## src/rtl/tdm_sel_pkg.sv

```systemverilog
// Shared definitions for the TDM element selector.
// Assumes a 2-bit transmit policy field as listed below.
package tdm_sel_pkg;
    typedef enum logic [1:0] {
        TXM_ALL  = 2'd0,
        TXM_SEL  = 2'd1,
        TXM_MASK = 2'd2,
        TXM_SYM  = 2'd3
    } tx_mode_e;
endpackage

```

## src/rtl/tdm_chan_count.sv

```systemverilog
// Element index counter. It clears on frame start, and frame start takes
// priority over a boundary strobe. On a strobe it advances and wraps
// modulo 2**CH_W. Assumes at most one boundary per clock.
module tdm_chan_count #(
    parameter int CH_W = 7
) (
    input  logic            clk,
    input  logic            rst_n,
    input  logic            frame_start,
    input  logic            elem_strobe,
    output logic [CH_W-1:0] chan
);
    // Track the element position inside the frame.
    always_ff @(posedge clk) begin
        if (!rst_n)
            chan <= '0;
        else if (frame_start)
            chan <= '0;
        else if (elem_strobe)
            chan <= chan + 1'b1;
    end
endmodule

```

## src/rtl/tdm_chan_decode.sv

```systemverilog
// Enable decoder for one map. In enhanced mode it indexes the map by the
// channel number. In partitioned mode it picks the partition from the low
// block bit and the sub-block from the upper bits, then indexes the
// partition's field. Assumes NUM_CHAN >= 2*PART_W, both powers of two.
module tdm_chan_decode #(
    parameter int NUM_CHAN = 128,
    parameter int PART_W   = 16,
    localparam int CH_W    = $clog2(NUM_CHAN),
    localparam int OFS_W   = $clog2(PART_W),
    localparam int SUB_W   = CH_W - OFS_W - 1
) (
    input  logic [CH_W-1:0]     chan,
    input  logic [NUM_CHAN-1:0] map,
    input  logic [SUB_W-1:0]    blk_a,
    input  logic [SUB_W-1:0]    blk_b,
    input  logic                enh,
    output logic                hit
);
    logic [SUB_W-1:0] sub;
    logic             part_b;
    logic [OFS_W:0]   fld_idx;
    logic             blk_match;

    // Split the channel into sub-block, partition and field index.
    always_comb begin
        sub       = chan[CH_W-1:OFS_W+1];
        part_b    = chan[OFS_W];
        fld_idx   = {part_b, chan[OFS_W-1:0]};
        blk_match = part_b ? (sub == blk_b) : (sub == blk_a);
    end

    // Pick the enable source for the active mode.
    always_comb begin
        if (enh)
            hit = map[chan];
        else
            hit = blk_match & map[fld_idx];
    end
endmodule

```

## src/rtl/tdm_chan_sel.sv

```systemverilog
// TDM multichannel element selector, top level. It runs the element
// counter and decodes the receive and transmit maps. The transmit policy
// then turns those decodes into the enable and high-impedance flags.
// Outputs are combinational from the registered channel and the
// configuration. Assumes the configuration is steady within a frame.
module tdm_chan_sel
    import tdm_sel_pkg::*;
#(
    parameter int NUM_CHAN = 128,
    parameter int PART_W   = 16,
    localparam int CH_W    = $clog2(NUM_CHAN),
    localparam int SUB_W   = CH_W - $clog2(PART_W) - 1
) (
    input  logic                clk,
    input  logic                rst_n,
    input  logic                frame_start,
    input  logic                elem_strobe,
    input  logic                multi_phase,
    input  logic                enh_mode,
    input  logic                rx_sel_on,
    input  logic [1:0]          tx_mode,
    input  logic [SUB_W-1:0]    rx_blk_a,
    input  logic [SUB_W-1:0]    rx_blk_b,
    input  logic [SUB_W-1:0]    tx_blk_a,
    input  logic [SUB_W-1:0]    tx_blk_b,
    input  logic [NUM_CHAN-1:0] rx_map,
    input  logic [NUM_CHAN-1:0] tx_map,
    output logic [CH_W-1:0]     chan,
    output logic                rx_en,
    output logic                tx_en,
    output logic                tx_hiz
);
    logic     rx_hit;
    logic     tx_hit;
    tx_mode_e mode;

    tdm_chan_count #(.CH_W(CH_W)) u_cnt (
        .clk         (clk),
        .rst_n       (rst_n),
        .frame_start (frame_start),
        .elem_strobe (elem_strobe),
        .chan        (chan)
    );

    tdm_chan_decode #(.NUM_CHAN(NUM_CHAN), .PART_W(PART_W)) u_rx_dec (
        .chan  (chan),
        .map   (rx_map),
        .blk_a (rx_blk_a),
        .blk_b (rx_blk_b),
        .enh   (enh_mode),
        .hit   (rx_hit)
    );

    tdm_chan_decode #(.NUM_CHAN(NUM_CHAN), .PART_W(PART_W)) u_tx_dec (
        .chan  (chan),
        .map   (tx_map),
        .blk_a (tx_blk_a),
        .blk_b (tx_blk_b),
        .enh   (enh_mode),
        .hit   (tx_hit)
    );

    // Receive enable: bypassed for multi-phase frames or when selection is off.
    always_comb begin
        rx_en = multi_phase | ~rx_sel_on | rx_hit;
    end

    // Transmit policy: enable and mask per element.
    always_comb begin
        mode = tx_mode_e'(tx_mode);
        if (multi_phase) begin
            tx_en  = 1'b1;
            tx_hiz = 1'b0;
        end else begin
            unique case (mode)
                TXM_ALL: begin
                    tx_en  = 1'b1;
                    tx_hiz = 1'b0;
                end
                TXM_SEL: begin
                    tx_en  = tx_hit;
                    tx_hiz = ~tx_hit;
                end
                TXM_MASK: begin
                    tx_en  = 1'b1;
                    tx_hiz = ~tx_hit;
                end
                default: begin
                    tx_en  = rx_hit;
                    tx_hiz = ~(rx_hit & tx_hit);
                end
            endcase
        end
    end
endmodule

```

## config.mk

```make
export PLATFORM = sky130hd
export DESIGN_NAME = tdm_chan_sel
export DESIGN_NICKNAME = d
export VERILOG_FILES = /design/src/rtl/tdm_sel_pkg.sv /design/src/rtl/tdm_chan_count.sv /design/src/rtl/tdm_chan_decode.sv /design/src/rtl/tdm_chan_sel.sv
export SDC_FILE = /design/constraint.sdc
export NUM_CORES = 1
export LEC_CHECK = 0
export BUFFER_PORTS_ARGS = -buffer_cell sky130_fd_sc_hd__buf_4
export CELL_PAD_IN_SITES_DETAIL_PLACEMENT = 1
export CELL_PAD_IN_SITES_GLOBAL_PLACEMENT = 1
export CORE_MARGIN = 10
export CORE_UTILIZATION = 26
export CTS_CLUSTER_SIZE = 40
export DETAILED_ROUTE_END_ITERATION = 10
export HOLD_SLACK_MARGIN = 0.03
export PLACE_DENSITY = 0.83
export SYNTH_ARGS = -nofsm -noshare
export SYNTH_HDL_FRONTEND = slang
export SYNTH_SLANG_ARGS = --single-unit
```

## constraint.sdc

```tcl
create_clock -name clk -period 6.05 [get_ports clk]
set_clock_uncertainty 0.2 [all_clocks]
set_input_delay 1.21 -clock clk [delete_from_list [all_inputs] [get_ports clk]]
set_output_delay 1.21 -clock clk [all_outputs]
set_load 0.02 [all_outputs]
```

=== Yosys cells after proc, flatten, opt, wreduce, memory -nomap -nowiden ===
Index checks and enable logic that the tools add are counted.
Widths: inputs -> output; s select.

* Bits in registers: 7
* Input port bits: 273
* Output and inout port bits: 10
* Logic and storage cells: 39

* Add/subtract/negate cells: 1
* Magnitude comparators: 2
* Equality and inequality tests: 6
* Mux-type cells: 16
* Bitwise operators: 9
* Reductions and logical operators: 4

{| class="wikitable"
|+ Operators by type and width
! kind !! count
|-
| $bmux 1 s7 || 2
|-
| $bmux 1 s5 || 2
|-
| $mux 1 || 10
|-
| $eq 2x2->1 || 4
|-
| $lt 5x8->1 const B || 1
|-
| $lt 7x8->1 const B || 1
|-
| $add 7x1->7 const B || 1
|-
| $reduce_or 2->1 || 3
|-
| $not 1->1 || 4
|-
| $pmux 1 s2 || 2
|-
| $and 1x1->1 || 3
|-
| $eq 2x1->1 const B || 1
|-
| $eq 2x2->1 const B || 1
|-
| $logic_not 2->1 || 1
|-
| $or 1x1->1 || 2
|}

=== Longest topological paths before layout ===
* Word-level depth: 8
* Gate-level depth with buffers: 11
* Depth with buffers taken out: 7

=== Hierarchy ===
Synthesis repeated with hierarchy kept, for this count alone.

* Cell total of the unflattened synthesis: 281
* Area, all modules: 2846.5 µm²

{| class="wikitable"
|+ Modules (own cells, without submodules)
! module !! times used !! cells an instance !! area each (µm²) !! seq. area each (µm²)
|-
| tdm_chan_decode || 2 || 119 || 1232.4 || 0.0
|-
| tdm_chan_count || 1 || 30 || 279.0 || 140.1
|-
| tdm_chan_sel || 1 || 13 || 102.6 || 0.0
|}

=== Worst setup path after synthesis ===
No wires, ideal clock.

* Kind: input port to output port
* Start: input port rx_map[63]
* End: output port tx_hiz
* Arrival time: 2963 ps
* Required time: 4640 ps
* Slack: 1677 ps
* Cell stages on the path: 7
* Path buffers: 0
* Cells stage by stage: mux4_2 > mux4_2 > and3_1 > a31oi_1 > nand2_1 > a211oi_2 > o22a_1

* Word-level cells in the longest chain between the ends: 7

{| class="wikitable"
|+ Ends and longest elaborated chain
! what !! line !! source
|-
| from (decl) || tdm_chan_sel.sv:26 || <nowiki>input logic [NUM_CHAN-1:0] rx_map,</nowiki>
|-
| $bmux 1 s7 || tdm_chan_decode.sv:35 || <nowiki>hit = map[chan];</nowiki>
|-
| $mux 1 (implied by the code) || tdm_chan_decode.sv:35 ||
|-
| $mux 1 || tdm_chan_decode.sv:34 || <nowiki>if (enh)</nowiki>
|-
| $and 1x1->1 || tdm_chan_sel.sv:90 || <nowiki>tx_hiz = ~(rx_hit & tx_hit);</nowiki>
|-
| $not 1->1 || tdm_chan_sel.sv:90 ||
|-
| $pmux 1 s2 || tdm_chan_sel.sv:75 || <nowiki>unique case (mode)</nowiki>
|-
| $mux 1 || tdm_chan_sel.sv:71 || <nowiki>if (multi_phase) begin</nowiki>
|-
| to (decl) || tdm_chan_sel.sv:31 || <nowiki>output logic tx_hiz</nowiki>
|}

Every way passes these cells. The select of a mux whose other input is x is not followed.

=== Final worst setup path ===
* Start: input port rx_map[51]
* End: output port tx_hiz

The elaborated chain is that of the path after synthesis.

==> impl_metrics.yaml <==
drt:
  dr.pass1.iters: 5
  ant_nets: 0
  drt-total-wl_mm: 15.96
  drc_errors: 0
  drtIter0Drc: 98
  drt-vias-per-instance: 5.384
  routed-via-count: 3419
  wl_per_cell_um: 25.14
timing:
  worstMarginPinSlew_ns: 0.9820
  finalSetupViolCount: 0
  timing.fmax_ghz: 0.2050
  hold_viol_final: 0
  fin_crit_sh: 0.8062
  report.final.slew_viol_count: 0
  fin_setup_tns_ns: 0
  finalCriticalPeriod_ns: 4.877
  rsz0062_at_grt: "no"
  slew_headroom: 0.3445
synthesis:
  synth-simple-area-share: 0.09500
  synth_fa_ha_area_frac: 0.02317
  yosys_most_used_dff: "dfxtp_1"
  synthMuxAreaShare: 0.6033
  synth_cells: 234
  yosys-top-cells-area: "mux4_2, mux2i_1, mux4_1, dfxtp_1, a22oi_1"
  synth_top_family_by_area: "multiplexers"
  synth_seq_area_share: 0.05190
  async_reset_ff_frac: 0
  synth-xor-area-share: 0.02595
  synth_cell_types: 49
  yosys.area.top_type_share: 0.4421
  yosys_register_bits: 7
  synth_edf_count: 0
  synth_compound_area_frac: 0.1362
  syn-num-nets: 512
  syn_area_per_cell_um2: 11.54
  yosysTopAreaCell: "mux4_2"
  yosysWarnings: 0
  syn_area_mm2: 0.002700
floorplan:
  die-area_mm2: 0.01486
  core_mm2: 0.01023
  fp.dieH_um: 121.9
  initial_utilization: 0.2639
  rows: 37
  die_w_um: 121.9
  io_pins: 283
power:
  leakagePower_uw: 0.002125
  p_per_area_mw_per_mm2: 75.17
  ir_drop_uv: 62.41
global_routing:
  antenna_found_initial: 0
  grt_max_degree: 45
  grt_pass1_wl_mm: 23.34
  grt_usage: 0.2027
  grt_pass1_vias: 4107
  overflow: 0
setup_path:
  end_kind: "output pin"
  cp_cell_sequence: "buf_4, mux4_2, mux4_2, and3_1, a31oi_1, nand2_1, a211oi_2, o22a_1, buf_4"
  cpPeakStageDelay_ns: 0.47
  worst_path_max_delay_cell: "mux4_2"
  path_class: "in2out"
  critPathArrivalTime_ns: 3.47
  critical_path_required_ns: 4.64
  r2r_slack_ns: 3.77
  worstPathMaxFanout: 2
  startpoint_type: "input port"
placed_design:
  hpwl_mm: 14.12
  port_buffers: 282
  place.gp.congestion: 0.9267
clock_tree:
  clk_pin_slew_worst_paths_ns: 0.04
  clock_tree.root_cell: "clkbuf_8"
  postCtsHoldBufs: 0
  numCtsBuffers: 3
  cts.sinks: 7
  clock_path_buffers: 2
  clkLatencyLatePin_ns: 0.23
  cts.htree.levels: 1
  cts_tree: "done"
  cts_resized: 0
  post-cts-setup-buffer-count: 0
final_layout:
  largest_register: "u_cnt.chan"
  largest_reg_flops: 7
  areaGrowthSynthToFinish_pct: 82.85
  final_util: 0.4826
  layout.nets: 778
  final_cell_mix: "buf_4, mux4_2, mux2i_1, nor2_1, a22oi_1"
  fill_cells: 1153
  drive_gt1_frac: 0.6954
  largest_registers: "u_cnt.chan (7)"
  final_common_cell: "buf_4"
  diodes: 0
run:
  maxCapViolations: 0
run_status:
  outcome: "complete, no violations"
worst_hold_path:
  hold_class: "reg2reg"
## critical path: cells and delay by family
family | cells | cell delay, ns
and+or+nand+nor | 2 | 0.36
buffers and inverters | 2 | 0.24
AOI/OAI and AO/OA | 3 | 0.73
muxes | 2 | 0.93
## per-stage QoR
stage	std cells	hold WS [ns]	setup slack [ns]	cell area, um^2	total power [uW]
2_1_floorplan	234	0.4966	1.677	2700	150.6
3_3_place_gp	631	0.4277	1.196	4892	298.7
3_5_place_dp	631	0.4636	1.208	4892	307.6
4_1_cts	635	0.4648	1.197	4937	374.3
5_1_grt	635	0.5077	1.023	4937	393.2
6_report	635	0.4603	1.173	4937	371.1
## logic make-up after synthesis
family | count (synthesis)
AOI/OAI and AO/OA | 50
adders and majority gates | 5
muxes | 85
xor gates and xnor gates | 8
DFF | 7
and+or+nand+nor | 48
buffers and inverters | 31
## where the power goes
part / leakage (uW) / internal, uW / switching, uW / total [uW]
sequential: 0.0000577 / 46.7 / 6.83 / 53.5
combinational: 0.00205 / 181 / 70.6 / 251
clock: 0.0000228 / 45.6 / 20.8 / 66.4
## worst paths after layout
path / cells after the start / startpoint / to
setup / recovery: 9 / rx_map[51] / tx_hiz
hold / removal: 2 / u_cnt.chan[6]$_SDFFE_PP0P_ / u_cnt.chan[6]$_SDFFE_PP0P_
setup reg to reg: 5 / u_cnt.chan[1]$_SDFFE_PP0P_ / u_cnt.chan[6]$_SDFFE_PP0P_
hold reg to reg: 2 / u_cnt.chan[6]$_SDFFE_PP0P_ / u_cnt.chan[6]$_SDFFE_PP0P_
## per-layer routing
| layer | routed length [um] | share of wire | GRT usage |
|---|---|---|---|
| met5 | 0 | 0 | 0 |
| met4 | 332 | 0.021 | 0.04769 |
| met3 | 1493 | 0.094 | 0.07678 |
| met2 | 8363 | 0.52 | 0.3701 |
| met1 | 5773 | 0.36 | 0.2149 |
## Yosys cell counts (2+ instances only)
| master | n |
|---|---|
| a211o_1 | 3 |
| a21oi_1 | 8 |
| a22o_1 | 3 |
| a22oi_1 | 10 |
| a31oi_1 | 3 |
| and3_1 | 4 |
| buf_1 | 2 |
| buf_2 | 6 |
| buf_4 | 7 |
| clkbuf_1 | 7 |
| dfxtp_1 | 7 |
| ha_1 | 5 |
| inv_1 | 7 |
| mux2i_1 | 24 |
| mux4_1 | 7 |
| mux4_2 | 53 |
| nand2_1 | 7 |
| nand2b_1 | 3 |
| nand3_1 | 5 |
| nor2_1 | 10 |
| nor2b_1 | 6 |
| nor3_1 | 2 |
| nor4_1 | 2 |
| o211ai_1 | 3 |
| o21ai_0 | 5 |
| o221ai_1 | 5 |
| or3_1 | 2 |
| xnor2_1 | 6 |
| xor2_1 | 2 |
## layout make-up
type                    instances  area, um^2  area share
clock buffers                   4       45.04    0.009123
inverters                       7       26.28    0.005322
multi-input cells             196        2386      0.4833
flip-flops and latches          7       145.1     0.02940
well taps                     136       170.2     0.03447
repair buffers                285        2165      0.4384
Note: power is estimated with default switching activity, not from simulation.
